## src/rtl/swp_pkg.sv

```systemverilog
// Shared types and key constants for the write-protect sequence decoder.
// Assumes byte-wide data and a 15-bit key address compare.
package swp_pkg;
    localparam int KEY_W  = 15;
    localparam int DATA_W = 8;

    typedef enum logic [1:0] {
        ACT_NONE    = 2'd0,
        ACT_ENABLE  = 2'd1,
        ACT_DISABLE = 2'd2,
        ACT_ERASE   = 2'd3
    } swp_act_e;

    localparam logic [KEY_W-1:0]  KEY_ADDR_A = 15'h5555;
    localparam logic [KEY_W-1:0]  KEY_ADDR_B = 15'h2AAA;
    localparam logic [DATA_W-1:0] KD_FIRST   = 8'hAA;
    localparam logic [DATA_W-1:0] KD_SECOND  = 8'h55;
    localparam logic [DATA_W-1:0] KD_SET     = 8'hA0;
    localparam logic [DATA_W-1:0] KD_LONG    = 8'h80;
    localparam logic [DATA_W-1:0] KD_CLEAR   = 8'h20;
    localparam logic [DATA_W-1:0] KD_WIPE    = 8'h10;
endpackage

```

## src/rtl/swp_load_timer.sv

```systemverilog
// Page load window timer.
// Opens on any write and restarts on every later write. It closes with a
// one-cycle window_end after LOAD_TIMEOUT edges in a row have no write.
// Assumes LOAD_TIMEOUT >= 1.
module swp_load_timer #(
    parameter int LOAD_TIMEOUT = 32
) (
    input  logic clk,
    input  logic rst_n,
    input  logic wr_valid,
    output logic window_end
);
    localparam int CNT_W = $clog2(LOAD_TIMEOUT + 1);
    localparam logic [CNT_W-1:0] LAST = CNT_W'(LOAD_TIMEOUT - 1);

    logic             active_q;
    logic [CNT_W-1:0] cnt_q;

    // Closing edge: window open, no write, idle count at its last value.
    assign window_end = active_q && !wr_valid && (cnt_q == LAST);

    // Track the idle time since the most recent write.
    always_ff @(posedge clk) begin
        if (!rst_n) begin
            active_q <= 1'b0;
            cnt_q    <= '0;
        end else if (wr_valid) begin
            active_q <= 1'b1;
            cnt_q    <= '0;
        end else if (window_end) begin
            active_q <= 1'b0;
            cnt_q    <= '0;
        end else if (active_q) begin
            cnt_q    <= cnt_q + 1'b1;
        end
    end

    AST_CNT_BOUND: assert property (@(posedge clk) disable iff (!rst_n)
        active_q |-> (cnt_q < CNT_W'(LOAD_TIMEOUT)));
    AST_END_CLOSES: assert property (@(posedge clk) disable iff (!rst_n)
        window_end |=> (!active_q || wr_valid || cnt_q == '0));
endmodule

```

## src/rtl/swp_key_matcher.sv

```systemverilog
// Key sequence decoder.
// Steps through the three-byte and six-byte unlock keys. It gives a one-cycle
// fire together with the action chosen by the final byte. A mismatching write
// restarts the decoder, and that write counts as a first step if it is one.
// The decoder also restarts when the page load window closes. Assumes
// window_end never coincides with a write.
module swp_key_matcher
    import swp_pkg::*;
(
    input  logic              clk,
    input  logic              rst_n,
    input  logic              wr_valid,
    input  logic [KEY_W-1:0]  key_addr,
    input  logic [DATA_W-1:0] wr_data,
    input  logic              hold,
    input  logic              window_end,
    output logic              fire,
    output swp_act_e          fire_act
);
    localparam logic [2:0] ST_IDLE = 3'd0;
    localparam logic [2:0] ST_K1   = 3'd1;
    localparam logic [2:0] ST_K2   = 3'd2;
    localparam logic [2:0] ST_K3   = 3'd3;
    localparam logic [2:0] ST_K4   = 3'd4;
    localparam logic [2:0] ST_K5   = 3'd5;

    logic [2:0] step_q, step_d;
    logic       at_a, at_b, is_first, is_second;
    logic [2:0] restart;

    assign at_a      = (key_addr == KEY_ADDR_A);
    assign at_b      = (key_addr == KEY_ADDR_B);
    assign is_first  = at_a && (wr_data == KD_FIRST);
    assign is_second = at_b && (wr_data == KD_SECOND);
    assign restart   = is_first ? ST_K1 : ST_IDLE;

    // Choose the next step and detect a completed key.
    always_comb begin
        step_d   = step_q;
        fire     = 1'b0;
        fire_act = ACT_NONE;
        if (window_end) begin
            step_d = ST_IDLE;
        end else if (wr_valid && !hold) begin
            case (step_q)
                ST_IDLE: step_d = restart;
                ST_K1:   step_d = is_second ? ST_K2 : restart;
                ST_K2: begin
                    if (at_a && wr_data == KD_SET) begin
                        fire     = 1'b1;
                        fire_act = ACT_ENABLE;
                        step_d   = ST_IDLE;
                    end else if (at_a && wr_data == KD_LONG) begin
                        step_d = ST_K3;
                    end else begin
                        step_d = restart;
                    end
                end
                ST_K3:   step_d = is_first ? ST_K4 : ST_IDLE;
                ST_K4:   step_d = is_second ? ST_K5 : restart;
                ST_K5: begin
                    if (at_a && wr_data == KD_CLEAR) begin
                        fire     = 1'b1;
                        fire_act = ACT_DISABLE;
                        step_d   = ST_IDLE;
                    end else if (at_a && wr_data == KD_WIPE) begin
                        fire     = 1'b1;
                        fire_act = ACT_ERASE;
                        step_d   = ST_IDLE;
                    end else begin
                        step_d = restart;
                    end
                end
                default: step_d = ST_IDLE;
            endcase
        end
    end

    // Register the decoder position.
    always_ff @(posedge clk) begin
        if (!rst_n) step_q <= ST_IDLE;
        else        step_q <= step_d;
    end

    AST_STEP_RANGE: assert property (@(posedge clk) disable iff (!rst_n)
        step_q <= ST_K5);
    AST_WINDOW_RESTARTS: assert property (@(posedge clk) disable iff (!rst_n)
        window_end |=> (step_q == ST_IDLE));
    AST_HOLD_FREEZES: assert property (@(posedge clk) disable iff (!rst_n)
        (hold && !window_end) |=> $stable(step_q));
endmodule

```

## src/rtl/swp_prot_store.sv

```systemverilog
// Protection state, write grant and erase request.
// The protection bit is retained: it starts at 0 at power-up, and rst_n never
// touches it. A fired action is held pending and takes effect at the edge
// that closes the page load window. An erase fired under protection is dropped.
module swp_prot_store
    import swp_pkg::*;
(
    input  logic     clk,
    input  logic     rst_n,
    input  logic     wr_valid,
    input  logic     fire,
    input  swp_act_e fire_act,
    input  logic     window_end,
    output logic     hold,
    output logic     write_allow,
    output logic     erase_req,
    output logic     prot_on
);
    logic     prot_q = 1'b0;
    logic     grant_q;
    logic     erase_q;
    swp_act_e pend_q;

    assign hold        = (pend_q != ACT_NONE);
    assign write_allow = wr_valid && (!prot_q || grant_q);
    assign erase_req   = erase_q;
    assign prot_on     = prot_q;

    // Retained protection latch, updated only when the window closes.
    always_ff @(posedge clk) begin
        if (rst_n && window_end) begin
            if (pend_q == ACT_ENABLE)       prot_q <= 1'b1;
            else if (pend_q == ACT_DISABLE) prot_q <= 1'b0;
        end
    end

    // Pending action, page write grant and erase pulse.
    always_ff @(posedge clk) begin
        if (!rst_n) begin
            pend_q  <= ACT_NONE;
            grant_q <= 1'b0;
            erase_q <= 1'b0;
        end else begin
            erase_q <= window_end && (pend_q == ACT_ERASE);
            if (window_end) begin
                pend_q  <= ACT_NONE;
                grant_q <= 1'b0;
            end else if (fire) begin
                if (fire_act == ACT_ERASE) begin
                    pend_q <= prot_q ? ACT_NONE : ACT_ERASE;
                end else begin
                    pend_q  <= fire_act;
                    grant_q <= 1'b1;
                end
            end
        end
    end

    AST_PROT_RISE_AT_END: assert property (@(posedge clk) disable iff (!rst_n)
        $rose(prot_q) |-> $past(window_end));
    AST_PROT_FALL_AT_END: assert property (@(posedge clk) disable iff (!rst_n)
        $fell(prot_q) |-> $past(window_end));
    AST_ERASE_ONE_CYCLE: assert property (@(posedge clk) disable iff (!rst_n)
        erase_q |=> !erase_q);
    AST_ERASE_UNPROT: assert property (@(posedge clk) disable iff (!rst_n)
        erase_q |-> !prot_q);
    AST_GRANT_ENDS: assert property (@(posedge clk) disable iff (!rst_n)
        window_end |=> !grant_q);
endmodule

```

## src/rtl/swp_seq_decoder.sv

```systemverilog
// Software write-protect sequence decoder, top level.
// Watches host byte writes for unlock keys, keeps the retained protection
// state and gates each write towards the page write controller. Only the
// low KEY_W address bits take part in the key compare.
module swp_seq_decoder
    import swp_pkg::*;
#(
    parameter int ADDR_W       = 17,
    parameter int LOAD_TIMEOUT = 32
) (
    input  logic              clk,
    input  logic              rst_n,
    input  logic              wr_valid,
    input  logic [ADDR_W-1:0] wr_addr,
    input  logic [DATA_W-1:0] wr_data,
    output logic              write_allow,
    output logic              erase_req,
    output logic              prot_on
);
    logic     window_end;
    logic     fire;
    logic     hold;
    swp_act_e fire_act;
    logic     addr_hi_unused;

    // Address bits above the key field do not take part in decoding.
    assign addr_hi_unused = ^wr_addr[ADDR_W-1:KEY_W];

    swp_load_timer #(.LOAD_TIMEOUT(LOAD_TIMEOUT)) u_timer (
        .clk        (clk),
        .rst_n      (rst_n),
        .wr_valid   (wr_valid),
        .window_end (window_end)
    );

    swp_key_matcher u_match (
        .clk        (clk),
        .rst_n      (rst_n),
        .wr_valid   (wr_valid),
        .key_addr   (wr_addr[KEY_W-1:0]),
        .wr_data    (wr_data),
        .hold       (hold),
        .window_end (window_end),
        .fire       (fire),
        .fire_act   (fire_act)
    );

    swp_prot_store u_store (
        .clk         (clk),
        .rst_n       (rst_n),
        .wr_valid    (wr_valid),
        .fire        (fire),
        .fire_act    (fire_act),
        .window_end  (window_end),
        .hold        (hold),
        .write_allow (write_allow),
        .erase_req   (erase_req),
        .prot_on     (prot_on)
    );

    AST_NO_WRITE_NO_ALLOW: assert property (@(posedge clk) disable iff (!rst_n)
        !wr_valid |-> !write_allow);
    AST_FIRE_ON_WRITE: assert property (@(posedge clk) disable iff (!rst_n)
        fire |-> (wr_valid && !hold));
endmodule

```

## config.mk

```make
export PLATFORM = sky130hd
export DESIGN_NAME = swp_seq_decoder
export DESIGN_NICKNAME = d
export VERILOG_FILES = /design/src/rtl/swp_pkg.sv /design/src/rtl/swp_load_timer.sv /design/src/rtl/swp_key_matcher.sv /design/src/rtl/swp_prot_store.sv /design/src/rtl/swp_seq_decoder.sv
export SDC_FILE = /design/constraint.sdc
export NUM_CORES = 1
export LEC_CHECK = 0
export BUFFER_PORTS_ARGS = -buffer_cell sky130_fd_sc_hd__buf_2
export CAP_MARGIN = 20
export CORE_MARGIN = 2
export CORE_UTILIZATION = 40
export DETAILED_ROUTE_END_ITERATION = 7
export GPL_TIMING_DRIVEN = 0
export PLACE_DENSITY = 0.6
export SYNTH_ARGS = -nofsm -noshare
export SYNTH_HDL_FRONTEND = slang
export SYNTH_HIERARCHICAL = 1
export SYNTH_SLANG_ARGS = --single-unit
```

## constraint.sdc

```tcl
create_clock -name clk -period 2.3 [get_ports clk]
set_input_delay 0.23 -clock clk [delete_from_list [all_inputs] [get_ports clk]]
set_output_delay 0.23 -clock clk [all_outputs]
set_load 0.01 [all_outputs]
```

==> flow_summary.yaml <==
grt:
  grt_use_total_pct: 16.1
  grt_remaining_overflow: 0
  grt_pass1_wl_mm: 4.11
  grt_pass1_vias: 981
  grt_max_degree: 10
  grt_antenna_before_repair: 0
route:
  vias: 982
  routedWlPerCell_um: 12.6
  wirelength_mm: 2.29
  antenna_left: 0
  drc: 0
  viasPerCell: 5.43
  first_pass_iters: 3
  drt_iter0_markers: 10
placed_design:
  globalplace.congestion: 0.823
  port_buffers: 28
  dpl.hpwl_mm: 1.88
finish:
  layout_common_cells: "28 x buf_2, 14 x dfxtp_1, 9 x nor2_1, 9 x nand2_1, 7 x a21oi_1"
  num_antenna_cells: 0
  fill_cells: 263
  drive_gt1_share_pct: 34.4
  area_growth_pct: 20.6
  multiInputGateArea_sq_um: 723
  final_nets: 184
  regArea_sq_um: 310
  final_common_cell: "buf_2"
synthesis:
  ys_seq_elements: 15
  avgSynthCellArea_sq_um: 8.82
  synthCells: 119
  ys_types: 44
  synth_ff_type: "dfxtp_1"
  seq_area_frac_synth_pct: 29.6
  syn_nets: 151
  async_flop_share_pct: 0
  syn_area_sq_mm: 0.00105
  synth-edff-count: 1
  yosys_warnings: 6
die:
  start_util_pct: 42.4
  core_area_sq_mm: 0.00248
  pin_count: 31
  dieHeight_um: 55.2
  die_width_um: 55.2
  die_area_sq_mm: 0.00305
  rows: 18
setup_path:
  worst_path_largest_cell_delay_ns: 0.41
  required_ns: 2.48
  crit_chain: "ha_1, nand2_1, nor3_2, nor2_1, nand4_1, or3_4, o21bai_2, o2bb2ai_2, nand2b_4, a21oi_2"
  worstReg2RegStart: "u_timer/cnt_q[0]"
  crit_path_start: "u_timer/cnt_q[0]"
  crit_fanout: 6
  startpoint_type: "register"
  r2r_slack_ns: 0.22
  critPathKind: "reg2reg"
  crit_slowest_cell: "or3_4"
  reg2reg_depth: 10
  endpoint_kind: "register"
  cp.arrival_ns: 2.26
timing:
  fin_crit_ns: 2.08
  fin_crit_sh_pct: 90.3
  report.final.slew_viol_count: 0
  max_freq_ghz: 0.482
  finalSetupTns_ns: 0
  slew_headroom_pct: 73.7
  rsz0062_at_grt: "no"
  setup_viol: 0
  hold_viol_final: 0
  holdWs_ns: 0.230
  clock_skew_ns: 0.00719
  tightest_slew_ns: 0.390
min_path:
  worstHoldPathCells: 2
  holdCritStartpoint: "rst_n"
  hold_path_class: "in2reg"
clock_network:
  cts_buffers: 3
  path_clk_slew_ns: 0.10
  cts_tree: "built"
  cts_hold_buf: 0
  cts_max_level: 1
  cts_buffer_depth: 2
  cts_sinks: 15
  root_buffer: "clkbuf_4"
  cts_setup_buffers: 0
  clock_latency_ns: 0.28
power_and_ir_drop:
  pwr_density_cell_mw_per_mm2: 383
  peakVddDrop_mv: 0.267
  leakage_uw: 0.000492
job:
  cap_violations: 0
outcome:
  status: "finished clean"
[stage by stage]
step	total power [uW]	area [sq um]	instances	utilization (%)	worst slack, ns
2_1_floorplan	299	1050	119	-	0.356
3_3_place_gp	334	1230	177	49.5	0.147
3_5_place_dp	336	1230	177	49.5	0.119
4_1_cts	491	1250	181	50.7	0.0858
5_1_grt	512	1270	181	51.1	0.0464
6_report	485	1270	181	51.1	0.223
[per-layer routing]
metal,up-vias,global-route usage [%],part of all wire [%]
li1,513,-,-
met4,0,4.88,0.52
met3,2,2.81,2.0
met2,8,27.9,51
met5,-,0,0
met1,459,20.2,47
[worst max-delay path: cells and delay by family, from the launching register on]
family / cells / cell delay, ns
AO/OA/AOI/OAI: 3 / 0.35
AND/OR/NAND/NOR: 6 / 1.02
flip-flops: 1 / 0.36
adder cells (fa/ha/maj): 1 / 0.25
[cells by family after synthesis]
group           synth area share, %
buf+inv                        2.62
flops                          29.6
xor+xnor                       2.50
simple gates                   43.7
fa+ha+maj                      4.77
mux                           0.954
compound gates                 15.9
[power by group]
part | total, uW | switching, uW | internal, uW
clock | 155 | 90.2 | 64.5
sequential | 267 | 3.07 | 264
combinational | 62.7 | 31.0 | 31.7
total | 485 | 124 | 360
[path summary, 6_finish.rpt]
check | to
setup / recovery | u_store/pend_q[0]
hold / removal | u_timer/active_q
hold reg to reg | u_store/grant_q
setup reg to reg | u_store/pend_q[0]
[Yosys cell counts (2+ instances only)]
| cell | count | area [sq um] |
|---|---|---|
| a21oi_2 | 2 | 17.5 |
| a21oi_1 | 7 | 35.0 |
| and4b_1 | 4 | 40.0 |
| dfxtp_1 | 14 | 280 |
| o21ai_0 | 4 | 20.0 |
| or2b_1 | 2 | 15.0 |
| inv_1 | 6 | 22.5 |
| nor3_1 | 3 | 15.0 |
| and3_1 | 2 | 12.5 |
| nor4b_2 | 2 | 30.0 |
| nand3_1 | 6 | 30.0 |
| nor2_1 | 9 | 33.8 |
| nand2_1 | 9 | 33.8 |
| xor2_1 | 3 | 26.3 |
| nand2b_1 | 4 | 25.0 |
| nand2b_4 | 3 | 41.3 |
| nor4_1 | 2 | 12.5 |
| nand4_1 | 5 | 31.3 |
| ha_1 | 4 | 50.1 |
| and4bb_2 | 4 | 50.1 |
[sequential cells by signal, summed over array words and instances (netlist names)]
register           cells
u_timer/cnt_q          6
u_match/step_q         3
u_store/prot_on        1
u_store/pend_q         2
u_store/erase_req      1
u_timer/active_q       1
u_store/grant_q        1
[area by class of cell]
type | count | area share [%]
timing repair buffer | 28 | 11.1
tap | 30 | 2.96
multi-input combinational | 97 | 57.1
clock inverter | 1 | 0.395
buffer | 1 | 0.395
inverter | 6 | 1.78
clock buffer | 3 | 1.78
sequential | 15 | 24.5
[repair_timing]
action | 4_1_cts | 5_1_grt
gates resized for setup | 0 | 3
endpoints found under the hold margin | 0 | 0
setup endpoints to repair | 0 | 3
(Power assumes the default switching activity.)
